### src/rtl/dref_pkg.sv
package dref_pkg;

    typedef enum logic [2:0] {
        ST_PAUSE,
        ST_IDLE,
        ST_REQ,
        ST_LEAD,
        ST_RASLO,
        ST_PRECHG
    } dref_state_t;

    function automatic int dref_max2(input int a, input int b);
        return (a > b) ? a : b;
    endfunction

endpackage

### src/rtl/dref_tick_gen.sv
module dref_tick_gen #(
    parameter int INTERVAL_CYC = 1560,
    parameter int OVR_LIMIT    = 2
) (
    input  logic clk,
    input  logic rst_n,
    input  logic run,
    input  logic served,
    output logic pend,
    output logic ovr_err
);
    localparam int CW = $clog2(INTERVAL_CYC);
    localparam int WW = $clog2(OVR_LIMIT + 1);

    logic [CW-1:0] cnt;
    logic [WW-1:0] wait_cnt;
    logic          tick;

    assign tick = run && (cnt == CW'(INTERVAL_CYC - 1));

    always_ff @(posedge clk) begin
        if (!rst_n || !run || tick) cnt <= '0;
        else                        cnt <= cnt + 1'b1;
    end

    always_ff @(posedge clk) begin
        if (!rst_n)      pend <= 1'b0;
        else if (tick)   pend <= 1'b1;
        else if (served) pend <= 1'b0;
    end

    always_ff @(posedge clk) begin
        if (!rst_n || served)
            wait_cnt <= '0;
        else if (tick && pend && (wait_cnt != WW'(OVR_LIMIT)))
            wait_cnt <= wait_cnt + 1'b1;
    end

    assign ovr_err = (wait_cnt == WW'(OVR_LIMIT));

endmodule

### src/rtl/dref_idle_mon.sv
module dref_idle_mon #(
    parameter int IDLE_LIMIT = 3200000
) (
    input  logic clk,
    input  logic rst_n,
    input  logic hold,
    input  logic ras_low,
    output logic expire
);
    localparam int CW = $clog2(IDLE_LIMIT + 1);

    logic [CW-1:0] cnt;

    always_ff @(posedge clk) begin
        if (!rst_n || hold || ras_low) cnt <= '0;
        else if (cnt != CW'(IDLE_LIMIT)) cnt <= cnt + 1'b1;
    end

    assign expire = !hold && !ras_low && (cnt == CW'(IDLE_LIMIT - 1));

endmodule

### src/rtl/dref_row_ctr.sv
module dref_row_ctr #(
    parameter int ROW_W = 11
) (
    input  logic             clk,
    input  logic             rst_n,
    input  logic             inc,
    output logic [ROW_W-1:0] row
);
    always_ff @(posedge clk) begin
        if (!rst_n)   row <= '0;
        else if (inc) row <= row + 1'b1;
    end
endmodule

### src/rtl/dref_seq.sv
module dref_seq
    import dref_pkg::*;
#(
    parameter int PAUSE_CYC    = 50000,
    parameter int INIT_CYCLES  = 8,
    parameter int INTERVAL_CYC = 1560,
    parameter int IDLE_LIMIT   = 3200000,
    parameter int RAS_LOW_CYC  = 6,
    parameter int RAS_PRE_CYC  = 5,
    parameter int CAS_LEAD_CYC = 1,
    parameter int OVR_LIMIT    = 2,
    parameter int ROW_W        = 11,
    parameter bit USE_CBR      = 1'b1
) (
    input  logic             clk,
    input  logic             rst_n,
    input  logic             bus_gnt,
    input  logic             ext_ras_n,
    output logic             ready,
    output logic             bus_req,
    output logic             drive_en,
    output logic             ras_n,
    output logic             cas_n,
    output logic             we_n,
    output logic [ROW_W-1:0] addr,
    output logic             ovr_err
);
    localparam int PH_MAX = dref_max2(dref_max2(PAUSE_CYC, RAS_LOW_CYC),
                                      dref_max2(RAS_PRE_CYC, CAS_LEAD_CYC));
    localparam int PH_W   = $clog2(PH_MAX + 1);
    localparam int IW     = $clog2(INIT_CYCLES + 1);

    dref_state_t     state, state_nxt;
    logic [PH_W-1:0] ph;
    logic [IW-1:0]   init_left;
    logic            ph_done, cyc_done, pend, idle_exp, ras_seen;
    logic            cas_lead_n;

    assign ph_done  = (ph == '0);
    assign cyc_done = (state == ST_PRECHG) && ph_done;
    assign ras_seen = !ras_n || !ext_ras_n;

    dref_tick_gen #(
        .INTERVAL_CYC(INTERVAL_CYC),
        .OVR_LIMIT   (OVR_LIMIT)
    ) u_tick (
        .clk    (clk),
        .rst_n  (rst_n),
        .run    (state != ST_PAUSE),
        .served (cyc_done),
        .pend   (pend),
        .ovr_err(ovr_err)
    );

    dref_idle_mon #(
        .IDLE_LIMIT(IDLE_LIMIT)
    ) u_idle (
        .clk    (clk),
        .rst_n  (rst_n),
        .hold   (state == ST_PAUSE),
        .ras_low(ras_seen),
        .expire (idle_exp)
    );

    // State register
    always_ff @(posedge clk) begin
        if (!rst_n) state <= ST_PAUSE;
        else        state <= state_nxt;
    end

    // Next-state logic
    always_comb begin
        state_nxt = state;
        unique case (state)
            ST_PAUSE:  if (ph_done) state_nxt = ST_REQ;
            ST_IDLE:   if (pend || (init_left != '0)) state_nxt = ST_REQ;
            ST_REQ:    if (bus_gnt) state_nxt = USE_CBR ? ST_LEAD : ST_RASLO;
            ST_LEAD:   if (ph_done) state_nxt = ST_RASLO;
            ST_RASLO:  if (ph_done) state_nxt = ST_PRECHG;
            ST_PRECHG: if (ph_done)
                           state_nxt = (init_left > IW'(1)) ? ST_REQ : ST_IDLE;
            default:   state_nxt = ST_PAUSE;
        endcase
    end

    // Phase timer: loaded on every state change, counts down to zero
    always_ff @(posedge clk) begin
        if (!rst_n) begin
            ph <= PH_W'(PAUSE_CYC - 1);
        end else if (state_nxt != state) begin
            unique case (state_nxt)
                ST_LEAD:   ph <= PH_W'(CAS_LEAD_CYC - 1);
                ST_RASLO:  ph <= PH_W'(RAS_LOW_CYC - 1);
                ST_PRECHG: ph <= PH_W'(RAS_PRE_CYC - 1);
                default:   ph <= '0;
            endcase
        end else if (!ph_done) begin
            ph <= ph - 1'b1;
        end
    end

    // Warm-up bookkeeping and ready flag
    always_ff @(posedge clk) begin
        if (!rst_n) begin
            init_left <= '0;
            ready     <= 1'b0;
        end else if (idle_exp) begin
            init_left <= IW'(INIT_CYCLES);
            ready     <= 1'b0;
        end else begin
            if ((state == ST_PAUSE) && ph_done)
                init_left <= IW'(INIT_CYCLES);
            else if (cyc_done && (init_left != '0))
                init_left <= init_left - 1'b1;
            if (cyc_done && (init_left == IW'(1)))
                ready <= 1'b1;
        end
    end

    // Output decode
    always_comb begin
        bus_req    = 1'b0;
        drive_en   = 1'b0;
        ras_n      = 1'b1;
        cas_lead_n = 1'b1;
        we_n       = 1'b1;
        unique case (state)
            ST_REQ:    bus_req = 1'b1;
            ST_LEAD:   begin bus_req = 1'b1; drive_en = 1'b1; cas_lead_n = 1'b0; end
            ST_RASLO:  begin bus_req = 1'b1; drive_en = 1'b1; cas_lead_n = 1'b0; ras_n = 1'b0; end
            ST_PRECHG: begin bus_req = 1'b1; drive_en = 1'b1; end
            default:   ;
        endcase
    end

    generate
        if (USE_CBR) begin : g_cbr
            assign cas_n = cas_lead_n;
            assign addr  = '0;
        end else begin : g_rasonly
            logic [ROW_W-1:0] row;
            dref_row_ctr #(.ROW_W(ROW_W)) u_row (
                .clk  (clk),
                .rst_n(rst_n),
                .inc  (cyc_done),
                .row  (row)
            );
            assign cas_n = 1'b1;
            assign addr  = drive_en ? row : '0;
        end
    endgenerate

endmodule

### config.mk
export PLATFORM = sky130hd
export DESIGN_NAME = dref_seq
export DESIGN_NICKNAME = d
export VERILOG_FILES = /design/src/rtl/dref_pkg.sv /design/src/rtl/dref_tick_gen.sv /design/src/rtl/dref_idle_mon.sv /design/src/rtl/dref_row_ctr.sv /design/src/rtl/dref_seq.sv
export SDC_FILE = /design/constraint.sdc
export NUM_CORES = 1
export LEC_CHECK = 0
export ABC_AREA = 1
export BUFFER_PORTS_ARGS = -buffer_cell sky130_fd_sc_hd__buf_2
export CORE_MARGIN = 2
export CORE_UTILIZATION = 60
export DETAILED_ROUTE_END_ITERATION = 16
export GPL_TIMING_DRIVEN = 0
export HOLD_SLACK_MARGIN = 0.05
export PLACE_DENSITY_LB_ADDON = 0.3
export SLEW_MARGIN = 20
export SYNTH_ARGS = -nofsm -noshare
export SYNTH_HDL_FRONTEND = slang
export SYNTH_SLANG_ARGS = --single-unit
### constraint.sdc
create_clock -name clk -period 2.79 [get_ports clk]
set_clock_uncertainty 0.15 [all_clocks]
set_input_delay 0.558 -clock clk [delete_from_list [all_inputs] [get_ports clk]]
set_output_delay 0.558 -clock clk [all_outputs]
set_load 0.01 [all_outputs]
After elaboration in Yosys (flattened, before gate mapping)
Cells that the tools add are included.

operators by class
  bitwise operators = 1
  shift-type cells = 0
  add/sub/neg operators = 5
  reductions and logical operators = 32
  multiplexer cells = 20
  $mul = 0
  div/mod/pow operators = 0
  equal/unequal tests = 15
  $lt $le $gt $ge = 1

operators with widths
  operator                 count
  $mux W16                 2
  $add A22 B1 Y22 const B  1
  $eq A22 B22 Y1 const B   1
  $ne A22 B22 Y1 const B   1
  $mux W3                  6
  $pmux W3 S6              1
  $logic_not A16 Y1        1
  $sub A16 B1 Y16 const B  1
  $eq A3 B3 Y1 const B     4
  $mux W4                  3
  $add A11 B1 Y11 const B  1
  $eq A11 B11 Y1 const B   1
  $logic_and A1 B1 Y1      9
  $logic_or A1 B1 Y1       7
  $eq A3 B2 Y1 const B     2
  $mux W1                  6
  $pmux W3 S2              1
  $reduce_bool A3 Y1       2
  $reduce_or A3 Y1         2
  $logic_not A1 Y1         5
  $eq A4 B1 Y1 const B     1
  $gt A4 B1 Y1 const B     1
  $reduce_bool A4 Y1       1
  $reduce_or A2 Y1         2
  12 further kinds         12

storage, ports and cells
  ROM bits = 0
  logic and storage cells = 83
  memory bits (writable) = 0
  output and inout bits = 18
  input port bits = 4
  bits in latches = 0
  memories = 0
  register bits after elaboration = 60

Depth between registers and ports, before layout
Gate-level depths: netlist of run 1.

  depth in word-level cells = 7
  gate-level depth with buffers = 16
  depth with buffers taken out = 16

Modules after synthesis
From an unflattened synthesis of run 1, not the netlist that was laid out.

unflattened totals
  cell total of the unflattened synthesis = 527
  area total of the unflattened synthesis = 3643.5 um^2

modules (own cells, without submodules)
  module         area an instance (um^2)  cells each  instances  seq. area each (um^2)
  dref_seq       1601.5                   228         1          480.5
  dref_idle_mon  1287.5                   198         1          440.4
  dref_tick_gen  754.5                    101         1          280.3

Least setup slack after synthesis of run 1
Ideal clock, no wire load.

  path type = register to register
  start point = reg ph[0]
  end point = reg ph[0]
  setup time = 0.132 ns
  buffers on the path = 0
  stages on the path, launching flop included = 16
  setup slack = 0.816 ns
  data required time = 2.508 ns
  arrival time = 1.692 ns
  clock period less this slack = 1.974 ns
  cell sequence = dfxtp_1 -> inv_1 -> ha_1 -> nand2_2 -> nor2_2 -> nand2_2 -> nand2_1 -> nand3_2 -> nand2_2 -> nand2_1 -> nand2_1 -> nand3_2 -> nor2_4 -> nand2_1 -> nand2_1 -> nand3_1

between the ends
  cells in the longest elaborated chain, start to end = 6
  elaborated cells between the ends (all ways) = 14
  those cells by class = add/sub: 1; eq/ne: 4; mux: 8; reduce/logical: 1

RTL lines
  what                        line            source
  start: declaration          dref_seq.sv:34  logic [PH_W-1:0] ph;
  start signal: assignment    dref_seq.sv:89  ph <= PH_W'(PAUSE_CYC - 1);
  start signal: assignment    dref_seq.sv:92  ST_LEAD: ph <= PH_W'(CAS_LEAD_CYC - 1);
  start signal: assignment    dref_seq.sv:93  ST_RASLO: ph <= PH_W'(RAS_LOW_CYC - 1);
  $logic_not A16 Y1           dref_seq.sv:39  assign ph_done = (ph == '0);
  $mux W3 (on tied branches)  -
  $pmux W3 S6                 dref_seq.sv:74  unique case (state)
  $eq A3 B3 Y1                dref_seq.sv:91  unique case (state_nxt)
  $pmux W3 S2                 dref_seq.sv:91
  $mux W16                    dref_seq.sv:90  end else if (state_nxt != state) begin

Parallel ways exist; a longest one is shown, timed or not. The select of a mux whose other input is x is not followed.
A chain may end at the register's enable or synchronous reset.

Worst setup path after layout of run 1
  start point = reg ph[0]
  end point = reg ph[2]

The elaborated chain is that of the path after synthesis.

==> impl_results.md, run 1 <==
- R2R setup slack: 480 ps
- Power Density: 463 nW/um2
- Kind of end point of the critical path: flip-flop
- Post-Synth XOR/XNOR Area: 0.0423
- Fin Setup TNS: 0 ps
- RR Endpoint: ph[2]
- Synth unique cells: 37
- Most frequent cells in the layout: nand2_1, inv_1, nor2_1, dfxtp_1, a21oi_1
- Effective utilization at floorplan: 0.612
- Main flop type after synthesis: dfxtp_1
- Simple-gate share of the synthesized area: 0.353
- Total GRT Usage: 0.231
- Sequential share of power: 0.506
- Largest net degree at the start of global routing: 11
- Syn Area/Cell: 7.07 um2
- Yosys reg bits: 60
- Post-CTS Setup Bufs: 0
- Synth warn: 0
- Worst EP arrival: 2380 ps
- WP data required: ~2900 ps
- Switching share of power: 0.215
- Top Ports: 22
- DP Area: 3480 um2
- Hold Path Stages: 1
- Commonest non-fill, non-tap cell in the layout: nand2_1
- Final Max Slew Viols: 0
- Place WS: 537 ps
- HP Class: flip-flop to flip-flop
- H-tree Lvls: 3
- Critical path's slowest cell: dfxtp_1
- Worst R2R Path Depth: 15
- WHS: 304 ps
- Clock power share: 0.465
- Final setup viols: 0
- RR Startpoint: ph[0]
- Period utilisation layout: 0.829
- Max-cap violations: 0
- Final Hold Fails: 0
- Worst-path maximum fanout: 7
- Sequential fraction of the synthesis area: 0.363
- Routed wire length: roughly 6700 um
- Top delay family on crit path: simple AND/OR/NAND/NOR gates
- WP buf/inv: 2
- Int Pwr: 1.34 mW
- GPL Wtd Cong: just over 0.9
- Initial antenna violation count: 0
- Main combinational cell family by area after synthesis: simple AND/OR/NAND/NOR gates
- EDFF count, synth: 0
- Power Total: roughly 1.7 mW
- Vias in the first global route: 2,752
- Synth Area in Adders: 0.0340
- Crit-path most repeated cell: nand2_1
- Clock root cell: clkbuf_8
- Post-synth top area share: 0.363
- Share of cells above drive strength 1: 0.143
- Gr ovfl total: 0
- # diodes: 0
- Die area: ~6000 um2
- DRC: 0
- Router iterations before antenna repair: 4
- TritonCTS sink count: 60
- Startpoint Class: flip-flop
- Async set-reset flop share out of synthesis: 0
- Core area: 5410 um2
- Final HPWL DP: slightly below 5000 um
- CTS max path bufs: 2
- Die height: 78.3 um
- Clock period minus worst slack: 2310 ps
- Top cell type by total area after synthesis: dfxtp_1
- CTS clk-pin slew, worst paths: 70 ps
- Post-CTS Resized: 0
- CP Class: flip-flop to flip-flop
- Netlist Area Pre-Place: 3310 um2
- Row count: 27
- I/O Buffers: 9
- Combinational power share: 0.028
- Final instance area: 3680 um2
- DR vias: 3,018
- Fmax: 432 MHz
- Synth top area cells: dfxtp_1, nand2_1, inv_1
- Die X: 78.3 um
- First-pass GRT wire length: about 11,000 um
- Area Growth Syn to Fin: 11.3%
- Post-synthesis mux area share: 0
- Slowest stage delay, CP: approximately 330 ps
- RSZ-0062 raised after global routing: false
- Min-delay src: u_tick.cnt[0]
- Nets: approximately 510
- Iter 0 DRT Violations: 144
- Fillers: 458
- VDD IR max: roughly 0.31 mV
- Synth Instances: between 400 and 500
- Synth Area in Compound Gates: 0.101
- Lkg Pwr: 1.47 nW
- DR WL/cell: approximately 12 um
- CTS buffer count: 9
- Hold path endpoint: u_tick.cnt[0]
- Cells along the critical path: inv_1 -> ha_1 -> nand2_2 -> nor2_4 -> nand2_4 -> nand2_1 -> nand4_1 -> nand2_1 -> nand2_1 -> nand2_1 -> inv_1 -> nor2_4 -> o21ai_1 -> nand2_1 -> nand2_1
- Vias per cell: 5.25
- # hold bufs at CTS: 0
- Status: finished clean
- Sw Pwr: 0.367 mW
- CTS tree: done
- Worst-Skew Late Latency: 340 ps
- Final worst slack: 476 ps
- Post-route ant nets: 0
==> how the worst max path moves through the flow <==
stage	from	to	slack, ps	cells past startpoint
after floorplan	ph[0]	ph[0]	820	15
after global placement	ph[0]	ph[2]	570	15
after detailed placement	ph[0]	ph[0]	540	15
after CTS	ph[0]	ph[2]	500	15
after global routing	u_idle.cnt[1]	u_idle.cnt[18]	250	11
final	ph[0]	ph[2]	480	15
==> sequential cells by signal, indices dropped and copies added (netlist names) <==
register,count
init_left,4
u_tick.pend,1
u_idle.cnt,22
u_tick.cnt,11
u_tick.wait_cnt,2
ready,1
state,3
ph,16
==> metrics by stage <==
step,utilization,instances
after CTS,0.682,575
after global routing,0.682,575
after floorplan,-,478
after detailed placement,0.644,559
final,0.682,575
after global placement,0.644,559
==> routing by layer <==
metal / share of wire / wire [um] / up-vias / GRT usage
li1: - / - / 1563 / -
met1: 0.47 / 3110 / 1383 / 0.277
met2: 0.47 / 3160 / 61 / 0.396
met3: 0.043 / 288 / 11 / 0.0586
met4: 0.015 / 100 / 0 / 0.0930
met5: 0 / 0 / - / 0
==> layout make-up <==
class / count / area (um2) / share of cell area
buffer: 16 / 105 / 0.0285
inverter: 64 / 240 / 0.0652
sequential: 60 / 1200 / 0.326
clock inverter: 4 / 47.5 / 0.0129
timing repair buffer: 9 / 45.0 / 0.0122
clock buffer: 12 / 155 / 0.0421
tap: 72 / 90.1 / 0.0244
multi-input combinational: 338 / 1800 / 0.489
==> power by group through the flow <==
stage / Sequential, mW / Combinational [mW] / Clock [mW]
after floorplan: 0.883 / 0.0389 / 0
after global placement: 0.883 / 0.0469 / 0
after detailed placement: 0.883 / 0.0478 / 0
after CTS: 0.864 / 0.0479 / 0.801
after global routing: 0.864 / 0.0539 / 0.844
final: 0.864 / 0.0486 / 0.794
==> cell families (layout without fill, tap and decap cells) <==
kind of cell / Yosys count / count (layout)
AOI/OAI and AO/OA: 62 / 62
xor gates and xnor gates: 16 / 16
adders and majority gates: 9 / 9
buffers and inverters: 80 / 105
DFF: 60 / 60
other: 2 / 12
and+or+nand+nor: 239 / 239
==> cells in the mapped netlist (all sizes together), types with 2 or more instances <==
cell type / number
nand3: 26
buf: 12
a21oi: 30
xor2: 8
dfxtp: 60
nand4: 9
nor2: 73
nand2: 86
inv: 64
nor4: 9
clkbuf: 4
or2: 6
nor3: 23
o21a: 6
xnor2: 8
ha: 9
conb: 2
o21ai: 21
and3: 4
No activity file was read; power rests on OpenSTA's default activity.
==> inputs of run 2 (changes only) <==
ABC_AREA = 0   (was 1)
clock period = 2.2 ns   (was 2.79 ns; I/O delays follow)
==> run 2 against run 1 <==
Effect of this change:
- the run now ends with setup timing left
- routed wire length increased by 6.8%
- register-to-register slack got worse by 1100 ps
- clock power increased by 22%
- final cell count fell by 14%
- hold slack got worse by 6.4 ps
- synthesized cell count shrank 22%
- combinational power increased by 63%
- sequential share of layout area is 1.4 points lower
- total power rose by 25%
- sequential power rose by 26%
- area after synthesis down 6.2%
- critical path type unchanged
- largest cell class unchanged
- highest routed layer unchanged
==> impl_results.md, run 2 <==
- Cells along the critical path: or4_4 -> or3_4 -> or4_4 -> nor4_4 -> mux2_4 -> o21a_1
- # diodes: 0 (unchanged)
- CTS clk-pin slew, worst paths: 70 ps (about the same)
- Die X: 75.9 um (-3.0%)
- I/O Buffers: 9 (unchanged)
- Nets: 431 (-16%)
- Top cell type by total area after synthesis: dfxtp_1
- GR Util met1: 0.289 (+0.0124)
- Routed wire length: 7110 um (+6.8%)
- Power Total: 2.14 mW (+25%)
- Max-cap violations: 0 (unchanged)
- Lkg Pwr: 1.41 nW (-3.6%)
- TritonCTS sink count: 60 (unchanged)
- Critical path's slowest cell: or4_4
- CTS max path bufs: 2 (unchanged)
- Share of cells above drive strength 1: 0.277 (+0.134)
- Final setup viols: 27 (+27)
- EDFF count, synth: 0 (unchanged)
- Synth Instances: 364 (-22%)
- Synth unique cells: 53 (+43%)
- Slowest stage delay, CP: 570 ps (+240 ps)
- Busiest grt layer: met2
- DR vias: 2,740 (-9.2%)
- Top delay family on crit path: simple AND/OR/NAND/NOR gates
- Core area: 5040 um2 (-6.7%)
- Fillers: 344 (-25%)
- Netlist Area Pre-Place: 3110 um2 (-6.2%)
- Largest net degree at the start of global routing: 11 (unchanged)
- Largest reg by FF count: u_idle.cnt
- Met3 Usage GRT: 0.0738 (+0.0152)
- Top cells by count, synth: dfxtp_1, nor2_1, xnor2_1
- Main flop type after synthesis: dfxtp_1
- Post-synth top area share: 0.387 (+0.0238)
- Async set-reset flop share out of synthesis: 0 (unchanged)
- Clock period minus worst slack: 2790 ps (+476 ps)
- HP Class: flip-flop to flip-flop
- Worst-path maximum fanout: 4 (-3)
- Met2 Usage GRT: 0.385 (-0.0109)
- Most frequent cells in the layout: dfxtp_1, nor2_1, buf_4
- Kind of end point of the critical path: flip-flop
- Router iterations before antenna repair: 5 (+1)
- Final Hold Fails: 0 (unchanged)
- Final Max Slew Viols: 0 (unchanged)
- Worst EP arrival: 2880 ps (+500 ps)
- DR WL/cell: 14.5 um (+25%)
- Worst-Skew Late Latency: 340 ps (about the same)
- Status: complete, but fails checks
- Synth warn: 0 (unchanged)
- Most common cell in the netlist: dfxtp_1
- Final HPWL DP: 4160 um (-15%)
- H-tree Lvls: 3 (unchanged)
- CTS buffer count: 9 (unchanged)
- WP data required: 2290 ps (-560 ps)
- WP buf/inv: 0 (-2)
- Vias per cell: 5.57 (+6.1%)
- Core Util, Final: 0.772 (+0.0905)
- Syn Area/Cell: 8.53 um2 (+21%)
- DRC: 0 (unchanged)
- Effective utilization at floorplan: 0.616 (+0.00361)
- Commonest non-fill, non-tap cell in the layout: dfxtp_1
- Area Growth Syn to Fin: 25.4%
- Initial antenna violation count: 0 (unchanged)
- Row count: 26 (-3.7%)
- Gr ovfl total: 0 (unchanged)
- RSZ-0062 raised after global routing: true
- Iter 0 DRT Violations: 124 (-14%)
- Biggest regs: u_idle.cnt: 22 flops, ph: 16 flops, u_tick.cnt: 11 flops
- Die height: 75.9 um (-3.0%)
- Sequential fraction of the synthesis area: 0.387 (+0.0238)
- Least-Margin Pin Slew: 601 ps
- Clock root cell: clkbuf_8
- Synth top area cells: dfxtp_1, xnor2_1, nor2_1
- Fmax: 358 MHz (-17%)
- Slew headroom: 0.596
- CTS tree: done
- First-pass GRT wire length: 11,000 um (-2.6%)
- Sequential cell area: 1210 um2 (+1.1%)
- Final worst slack: -590 ps (-1070 ps)
- Startpoint Class: flip-flop
- Die area: 5770 um2 (-5.8%)
- Place WS: -809 ps (-1350 ps)
- Vias in the first global route: 2,473 (-10%)
- Yosys reg bits: 60 (unchanged)
- Crit-path most repeated cell: or4_4
- Power Density: 549 nW/um2 (+19%)
- Post-route ant nets: 0 (unchanged)
- CP Class: flip-flop to flip-flop
- VDD IR max: 0.443 mV (+41%)
- Multi-input logic area: 1890 um2 (+5.2%)
- Total GRT Usage: 0.235 (+0.00341)
- Largest register FFs: 22 (unchanged)
- Top Ports: 22 (unchanged)
- # hold bufs at CTS: 0 (unchanged)
- Period utilisation layout: 1.27 (+0.439)
- GPL Wtd Cong: 0.933 (+3.0%)
- Failing checks: setup timing
-- run 2: changes by cell type after synthesis, moves of 10 or more --
cell / change
nand2_1: -61
inv_1: -46
nor3_1: -11
a21oi_1: -18
nor2_1: -11
xnor2_1: +15
xor2_1: +11
nand3_1: -10
-- run 2: logic make-up after synthesis --
family / synth area share
buf+inv: 0.0665
other cells: 0.00242
fa+ha+maj: 0.0363
mux: 0.0105
simple gates: 0.271
flops: 0.387
xor+xnor: 0.118
compound gates: 0.108
-- run 2: per-layer routing --
layer	share of wire	wire (um)
met1	0.40	2860
met2	0.51	3610
met3	0.059	423
met4	0.030	211
met5	0	0
-- run 2: worst reg2reg max path, stage by stage (launching register included) --
cell     delay, ps
dfxtp_2        320
or4_4          550
or3_4          430
or4_4          570
nor4_4         180
mux2_4         320
o21a_1         180
-- run 2: worst paths after layout --
kind                 start             to  slack [ps]  depth (start not counted)
max                 ph[13]   init_left[3]        -590                          6
min          u_tick.cnt[0]  u_tick.cnt[0]         300                          1
max reg2reg         ph[13]   init_left[3]        -590                          6
min reg2reg  u_tick.cnt[0]  u_tick.cnt[0]         300                          1
-- run 2: power breakdown --
group / internal, mW / total, mW / switching [mW]
Sequential: 1.09 / 1.09 / 0.00334
Clock: 0.545 / 0.967 / 0.421
Combinational: 0.0408 / 0.0794 / 0.0386
-- run 2: timing repair --
item	in CTS	in global routing
pin swaps	11	14
cloned	1	0
setup endpoints to repair	30	41
buffers inserted	16	11
gates resized for setup	32	36
-- run 2: stage by stage --
stage / cell area, um2 / TNS (ps) / hold WS, ps / instances
CTS: 3720 / -8930 / 284 / 483
global route: 3890 / -9720 / 310 / 492
detailed placement: 3310 / -15290 / 288 / 453
finish: 3890 / -7980 / 298 / 492
global placement: 3310 / -14800 / 279 / 453
floorplan: 3170 / -7450 / 268 / 374
-- run 2: area by class of cell --
class	instances	area share
clock inverters	4	0.0129
well taps	70	0.0225
flip-flops and latches	60	0.312
inverters	15	0.0145
repair buffers	36	0.0726
multi-input cells	274	0.487
plain buffers	22	0.0427
clock buffers	11	0.0363
